==> src/rtl/irqc_pkg.sv <==
package irqc_pkg;

    // Address layout: each bank occupies a stride of three offsets
    localparam int unsigned BANK_STRIDE = 3;
    localparam int unsigned STAT_SLOT   = 0;
    localparam int unsigned MASK_SLOT   = 1;

    function automatic int unsigned stat_off(input int unsigned bank);
        return bank * BANK_STRIDE + STAT_SLOT;
    endfunction

    function automatic int unsigned mask_off(input int unsigned bank);
        return bank * BANK_STRIDE + MASK_SLOT;
    endfunction

endpackage

==> src/rtl/irqc_decode.sv <==
module irqc_decode
    import irqc_pkg::*;
#(
    parameter int unsigned NUM_BANKS = 2,
    parameter int unsigned ADDR_W    = 6
) (
    input  logic [ADDR_W-1:0]    addr_i,
    output logic [NUM_BANKS-1:0] stat_hit_o,
    output logic [NUM_BANKS-1:0] mask_hit_o
);

    for (genvar b = 0; b < NUM_BANKS; b++) begin : g_hit
        assign stat_hit_o[b] = (addr_i == ADDR_W'(stat_off(b)));
        assign mask_hit_o[b] = (addr_i == ADDR_W'(mask_off(b)));
    end

endmodule

==> src/rtl/irqc_bank.sv <==
module irqc_bank #(
    parameter int unsigned BANK_W = 24
) (
    input  logic              clk,
    input  logic              rst_n,
    input  logic [BANK_W-1:0] evt_i,
    input  logic              wr_stat_i,
    input  logic              wr_mask_i,
    input  logic [BANK_W-1:0] wdata_i,
    output logic [BANK_W-1:0] stat_o,
    output logic [BANK_W-1:0] mask_o,
    output logic              pend_o
);

    logic [BANK_W-1:0] clr_vec;

    // Clear only the bits written as one; a new event overrides the clear
    assign clr_vec = wr_stat_i ? wdata_i : '0;

    always_ff @(posedge clk or negedge rst_n) begin
        if (!rst_n) begin
            stat_o <= '0;
            mask_o <= '1;
        end else begin
            stat_o <= (stat_o & ~clr_vec) | evt_i;
            if (wr_mask_i) begin
                mask_o <= wdata_i;
            end
        end
    end

    assign pend_o = |(stat_o & ~mask_o);

endmodule

==> src/rtl/irqc_rdmux.sv <==
module irqc_rdmux #(
    parameter int unsigned NUM_BANKS = 2,
    parameter int unsigned BANK_W    = 24
) (
    input  logic                               clk,
    input  logic                               rst_n,
    input  logic                               rd_en_i,
    input  logic [NUM_BANKS-1:0]               stat_hit_i,
    input  logic [NUM_BANKS-1:0]               mask_hit_i,
    input  logic [NUM_BANKS-1:0][BANK_W-1:0]   stat_i,
    input  logic [NUM_BANKS-1:0][BANK_W-1:0]   mask_i,
    output logic [BANK_W-1:0]                  rdata_o
);

    logic [BANK_W-1:0] rd_word;

    // Hits are mutually exclusive, so an OR of gated words selects one register
    always_comb begin
        rd_word = '0;
        for (int b = 0; b < NUM_BANKS; b++) begin
            if (stat_hit_i[b]) rd_word = rd_word | stat_i[b];
            if (mask_hit_i[b]) rd_word = rd_word | mask_i[b];
        end
    end

    always_ff @(posedge clk or negedge rst_n) begin
        if (!rst_n) begin
            rdata_o <= '0;
        end else if (rd_en_i) begin
            rdata_o <= rd_word;
        end
    end

endmodule

==> src/rtl/irq_bank_ctrl.sv <==
module irq_bank_ctrl #(
    parameter int unsigned NUM_BANKS = 2,
    parameter int unsigned BANK_W    = 24,
    parameter int unsigned ADDR_W    = 6
) (
    input  logic                          clk,
    input  logic                          rst_n,
    input  logic [NUM_BANKS*BANK_W-1:0]   evt_i,
    input  logic [ADDR_W-1:0]             addr_i,
    input  logic [BANK_W-1:0]             wdata_i,
    input  logic                          wr_en_i,
    input  logic                          rd_en_i,
    output logic [BANK_W-1:0]             rdata_o,
    output logic                          irq_o
);

    logic [NUM_BANKS-1:0]             stat_hit;
    logic [NUM_BANKS-1:0]             mask_hit;
    logic [NUM_BANKS-1:0][BANK_W-1:0] stat_q;
    logic [NUM_BANKS-1:0][BANK_W-1:0] mask_q;
    logic [NUM_BANKS-1:0]             bank_pend;

    irqc_decode #(
        .NUM_BANKS (NUM_BANKS),
        .ADDR_W    (ADDR_W)
    ) u_decode (
        .addr_i     (addr_i),
        .stat_hit_o (stat_hit),
        .mask_hit_o (mask_hit)
    );

    for (genvar b = 0; b < NUM_BANKS; b++) begin : g_bank
        irqc_bank #(
            .BANK_W (BANK_W)
        ) u_bank (
            .clk       (clk),
            .rst_n     (rst_n),
            .evt_i     (evt_i[b*BANK_W +: BANK_W]),
            .wr_stat_i (wr_en_i & stat_hit[b]),
            .wr_mask_i (wr_en_i & mask_hit[b]),
            .wdata_i   (wdata_i),
            .stat_o    (stat_q[b]),
            .mask_o    (mask_q[b]),
            .pend_o    (bank_pend[b])
        );
    end

    irqc_rdmux #(
        .NUM_BANKS (NUM_BANKS),
        .BANK_W    (BANK_W)
    ) u_rdmux (
        .clk        (clk),
        .rst_n      (rst_n),
        .rd_en_i    (rd_en_i),
        .stat_hit_i (stat_hit),
        .mask_hit_i (mask_hit),
        .stat_i     (stat_q),
        .mask_i     (mask_q),
        .rdata_o    (rdata_o)
    );

    assign irq_o = |bank_pend;

endmodule

==> config.mk <==
export PLATFORM = sky130hd
export DESIGN_NAME = irq_bank_ctrl
export DESIGN_NICKNAME = d
export VERILOG_FILES = /design/src/rtl/irqc_pkg.sv /design/src/rtl/irqc_decode.sv /design/src/rtl/irqc_bank.sv /design/src/rtl/irqc_rdmux.sv /design/src/rtl/irq_bank_ctrl.sv
export SDC_FILE = /design/constraint.sdc
export NUM_CORES = 1
export LEC_CHECK = 0
export ABC_AREA = 1
export CORE_ASPECT_RATIO = 2
export CORE_MARGIN = 1.5
export CORE_UTILIZATION = 57
export CTS_CLUSTER_DIAMETER = 100
export DETAILED_ROUTE_END_ITERATION = 10
export GPL_TIMING_DRIVEN = 0
export HOLD_SLACK_MARGIN = 0.03
export PLACE_DENSITY = 0.85
export REMOVE_ABC_BUFFERS = 1
export SLEW_MARGIN = 10
export SYNTH_ARGS = -nofsm -noshare
export SYNTH_HDL_FRONTEND = slang
export SYNTH_SLANG_ARGS = --single-unit
==> constraint.sdc <==
create_clock -name clk -period 1.8 [get_ports clk]
set_input_delay 0.36 -clock clk [delete_from_list [all_inputs] [get_ports clk]]
set_output_delay 0.36 -clock clk [all_outputs]
set_load 0.01 [all_outputs]
; Word level (Yosys, flattened, before mapping)
; Index checks and enable logic that the tools add are counted.
; Widths: inputs -> output; s select.
[classes]
bitwise_logic = 17
n_mux = 6
eq_ne = 3
n_reduce_logical = 2
[op_table]
columns = cell, n
row1 = $mux 24, 6
row2 = $or 24x24->24, 5
row3 = $and 24x24->24, 4
row4 = $not 24->24, 4
row5 = $reduce_or 48->1, 1
row6 = $eq 6x1->1 const B, 1
row7 = $eq 6x2->1 const B, 1
row8 = $eq 6x3->1 const B, 1
row9 = $logic_not 6->1, 1
row10 = $and 1x1->1, 4
[word_totals]
in_bits = 82
regBits = 120
wordCells = 33

; Depth between registers and ports, before layout
[logic_depth]
ltp_word = 8
depth_mapped = 8
ltp_nobuf = 7

; Cells and area by module
; Synthesis repeated with hierarchy kept, for this count alone.
[hier_totals]
cells_unflattened = 721
hier_area_um2 = 5823.1
[modules_own_cells]
columns = mod, instances, area_per_inst_um2, cells_each
row1 = irqc_bank, 2, 2042.0, 221
row2 = irqc_rdmux, 1, 1636.6, 253
row3 = irqc_decode, 1, 61.3, 15
row4 = irq_bank_ctrl, 1, 41.3, 11

; Worst setup path after synthesis
; No wires, ideal clock.
[synth_timing]
path_kind = register to output
start = register g_bank[1].u_bank.mask_o[10]
end = output irq_o
arrival_time_ps = 1000
setup_slack_ps = 440
stages_incl_launch_ff = 8
required_time_ps = 1440
path_cell_list = dfstp_2 > inv_1 > nand2_1 > o21ai_0 > nor2_1 > nand2_1 > nor2_1 > nand3_1
[synth_via]
elab_chain_cells = 3
[synth_rtl]
columns = item, line
row1 = "start, declared", irqc_bank.sv:11  ; output logic [BANK_W-1:0] mask_o,
row2 = "start signal, assigned", irqc_bank.sv:27  ; mask_o <= wdata_i;
row3 = $not 24->24, irqc_bank.sv:32  ; assign pend_o = |(stat_o & ~mask_o);
row4 = $and 24x24->24, irqc_bank.sv:32
row5 = $reduce_or 48->1, irq_bank_ctrl.sv:62  ; assign irq_o = |bank_pend;
row6 = "end, declared", irq_bank_ctrl.sv:14  ; output logic irq_o
; No other way between the ends.

; Worst setup path in the final report
[layout_timing]
start = register g_bank[1].u_bank.mask_o[21]
end = output irq_o
; The elaborated chain is that of the path after synthesis.

==> results summary <==
The final hold violation count came out at 0. Yosys printed 0 warnings. In this run, synthesis produced a sequential element count of 120. Sorting the synthesized cells by how often they occur yields sky130_fd_sc_hd__nand2_1, sky130_fd_sc_hd__inv_1, sky130_fd_sc_hd__nor2_1, sky130_fd_sc_hd__dfrtp_1, sky130_fd_sc_hd__o21ai_0. Of all flip-flops after synthesis, the portion carrying an async set or reset was 100%. The first-pass GRT wire length came out at ~33000 um. The floorplan step defined a die boundary enclosing 11000 um^2. The worst register-to-register path ends at u_rdmux.rdata_o[3]. The half-perimeter wire length of the detailed placement result is 10600 um. The tightest hold margin is 319 ps. The repair_antennas step left the layout with diodes totalling 0.

The clock-pin slew of the registers on the worst-case setup and hold paths came out at approximately 60 ps. Synthesis instantiated 21 different standard cells from the library. The peak supply drop is 0.914 mV. From bottom edge to top edge, the die measures 147 um. The utilization after layout came out at between 80% and 90%. Headroom to the max-slew limit came out at between 30% and 40%.

The cell accounting for the most synthesized area is sky130_fd_sc_hd__dfrtp_1. The total I/O pin count is ~110. The count of final setup violators is 1. The critical path is of the reg2out type. For this run, the detailed router's first-pass iteration total came to 8. The number of violations of the max-capacitance limit is 0.

The final layout contains routed wiring with a total length of 21100 um. The final weighted congestion of routability-driven global placement came out at 0.837. Setup repair after global routing could not meet its margin everywhere. The worst setup path is launched from a flip-flop. The number of placed instances with taps included came out at 963.

Dividing the detail-routed via count by the number of cells gives 6.22. The number of H-tree branching levels came out at 4. Data on the critical path is required at its endpoint by 1440 ps. The worst setup path is captured at an output pin.

The global-route usage over all layers came out at 40.4%. The root buffer cell is sky130_fd_sc_hd__clkbuf_16. The number of global-route vias before repair is 6582.

The average cell area after synthesis came out at a little under 8 um^2. The layout cell share with drive strength beyond 1 is 17.3%. In this run the critical register-to-register path is launched from g_bank[1].u_bank.mask_o[3]. The number of standard cells in the final layout excluding fillers came out at 1032. The fraction of the yosys area taken by sequential cells came out at about half. The count of buffers added on input and output ports is 106. For this run, design rule violations remaining after detail routing come to 0. The clock latency on the worst-skew pair came out at roughly 420 ps. TritonCTS built the clock tree. The flow ran to the end, but the final reports show violations.

Among all flip-flop cells after synthesis, the most frequent one is sky130_fd_sc_hd__dfrtp_1. The final net count came out at 967. The via count came out at 6423. The standard cell area after detailed placement is 7060 um^2.

The maximum number of pins on one net before global-route repair came out at 87. The total power per unit cell area came out at 917 nW/um^2. Among all cell types in the netlist, the one instantiated most often is sky130_fd_sc_hd__nand2_1. The path class of the tightest hold or removal check is in2reg. The clock sink count is 120. The fraction of the cycle the final worst path needs is 123%. In the post-synthesis netlist, the biggest area contributors are sky130_fd_sc_hd__dfrtp_1, sky130_fd_sc_hd__dfstp_2, sky130_fd_sc_hd__nand2_1, sky130_fd_sc_hd__inv_1, sky130_fd_sc_hd__nor2_1. Yosys mapped a number of flops with a built-in enable equal to 0. Once the floorplan was initialized, standard cells occupied 58.4% of the core. For the pin with the worst max-slew slack, the measured transition is 907 ps.

The buffer levels on the longest clock path came out at 2. The final worst setup slack came out at -411 ps. The number of antenna violations at the first check in global routing came out at 0. The area growth from synthesis to layout is 37.5%. The area fraction of the dominant cell type after synthesis is 30.6%. The post-route clock skew is between 6 and 7 ps. The finished layout cell area came out at 8100 um^2.

In this run the worst setup path begins at g_bank[1].u_bank.mask_o[21]. The final number of max-transition violations is 0. The leakage power figure came out at around 3.8 nW. The synthesized netlist occupies a cell area of 5890 um^2. The standard-cell row count came out at 52. The initial DRC count is 1004. The overflow left after global routing came out at 0. In this run the remaining antenna-violating nets after routing total 0.

The cell depth of the worst flop-to-flop path came out at 5. The maximum fanout along the worst path is 2. The wire length per cell came out at between 20 and 25 um. Timing would allow up to 0.452 GHz. The worst reg-to-reg setup slack came out at 610 ps.

The post-synthesis instance total is 751. The shortest period the worst path allows is 2210 ps. The number of buffers added by the clock tree synthesis step came out at 17.

The final reports fail on setup timing. For the worst setup path, the data arrival time is roughly 1900 ps. The region available for standard cell placement spans 10100 um^2. Following the worst setup path forward leads to its endpoint at irq_o. The minimum setup slack after placement came out at -1670 ps.

The width of the chip is 74.9 um.
layer usage:
layer | part of all wire (%) | track usage [%] | up-vias | wire [um]
met2 | 50 | 62.7 | 580 | 10500
met4 | 8.6 | 29.3 | 0 | 1830
met5 | 0 | 0 | - | 0
met1 | 30 | 44.3 | 2957 | 6430
met3 | 11 | 14.0 | 208 | 2410
li1 | - | - | 2678 | -
per-stage QoR:
stage          power [mW]  setup TNS [ps]
4_1_cts              7.32            -255
5_1_grt              7.65            -469
3_3_place_gp         3.93         -623680
3_5_place_dp         3.98         -170400
2_1_floorplan        3.50          -49550
6_report             7.43            -411
state kept, by name, indices dropped and copies added, names as in the netlist:
register	flops
g_bank.u_bank.mask_o	48
g_bank.u_bank.stat_o	48
u_rdmux.rdata_o	24
worst min-delay path by stage:
| stage | startpoint | to | slack (ps) | depth (start not counted) |
|---|---|---|---|---|
| floorplan | rst_n | g_bank[0].u_bank.stat_o[0] | 60 | 0 |
| global placement | g_bank[0].u_bank.mask_o[12] | g_bank[0].u_bank.mask_o[12] | 460 | 2 |
| detailed placement | rst_n | g_bank[0].u_bank.stat_o[8] | 280 | 1 |
| CTS | rd_en_i | u_rdmux.rdata_o[19] | 320 | 3 |
| global route | rd_en_i | u_rdmux.rdata_o[9] | 340 | 3 |
| finish | rd_en_i | u_rdmux.rdata_o[19] | 320 | 3 |
layout by cell type, fill, tap and decap left out, types with 3 or more instances in the layout:
master	netlist	layout
sky130_fd_sc_hd__nor2_2	2	6
sky130_fd_sc_hd__nor2_4	4	10
sky130_fd_sc_hd__inv_2	1	5
sky130_fd_sc_hd__o21ai_0	62	49
sky130_fd_sc_hd__o21bai_1	16	16
sky130_fd_sc_hd__dfrtp_1	72	71
sky130_fd_sc_hd__clkinvlp_4	0	3
sky130_fd_sc_hd__nand4_1	51	51
sky130_fd_sc_hd__inv_1	107	102
sky130_fd_sc_hd__nor2_1	103	99
sky130_fd_sc_hd__buf_12	0	5
sky130_fd_sc_hd__buf_4	3	27
sky130_fd_sc_hd__clkdlybuf4s50_1	0	96
sky130_fd_sc_hd__clkbuf_16	0	17
sky130_fd_sc_hd__o21ai_2	0	4
sky130_fd_sc_hd__buf_8	0	3
sky130_fd_sc_hd__nand2_2	2	4
sky130_fd_sc_hd__nand3_1	26	24
sky130_fd_sc_hd__dfstp_2	48	48
sky130_fd_sc_hd__dlymetal6s2s_1	0	7
sky130_fd_sc_hd__nand2_1	172	168
sky130_fd_sc_hd__buf_6	2	4
sky130_fd_sc_hd__o21ai_1	47	55
sky130_fd_sc_hd__clkinv_2	0	5
sky130_fd_sc_hd__clkbuf_1	20	3
what timing repair did:
item                       in CTS  in global routing
gates resized for setup        29                 28
buffers inserted               27                  4
hold endpoints to repair       24                  0
gates cloned                    6                  0
pin swaps                      20                 11
hold buffers                    1                  0
setup endpoints to repair     121                 90
final cells by class:
class / count / area (um^2)
Sequential cell: 120 / 3060
Multi-Input combinational cell: 493 / 2410
Fill cell: 579 / 1990
Timing Repair Buffer: 145 / 1480
Clock buffer: 22 / 464
Inverter: 108 / 409
Tap cell: 135 / 169
Clock inverter: 9 / 100
worst max-delay path, cell delays in order (launching register included):
cell and delay [ps]:
sky130_fd_sc_hd__dfstp_2 550, sky130_fd_sc_hd__inv_2 40, sky130_fd_sc_hd__nand2_2 120, sky130_fd_sc_hd__o21ai_1 100, sky130_fd_sc_hd__nor2_1 100, sky130_fd_sc_hd__nand2_1 110
sky130_fd_sc_hd__nor2_2 180, sky130_fd_sc_hd__nand3_2 100, sky130_fd_sc_hd__buf_6 130
power by group:
part	switching (mW)	total (mW)	internal [mW]
logic	0.568	1.02	0.455
clock network	1.18	3.26	2.09
registers	0.147	3.14	2.99
total	1.89	7.43	5.53
cell families after synthesis:
kind of cell	after synthesis	synth area share (%)
AO/OA/AOI/OAI	125	11.3
AND/OR/NAND/NOR	362	26.9
flip-flops	120	52.0
buffers and inverters	144	9.83
No activity file was read; power rests on OpenSTA's default activity.
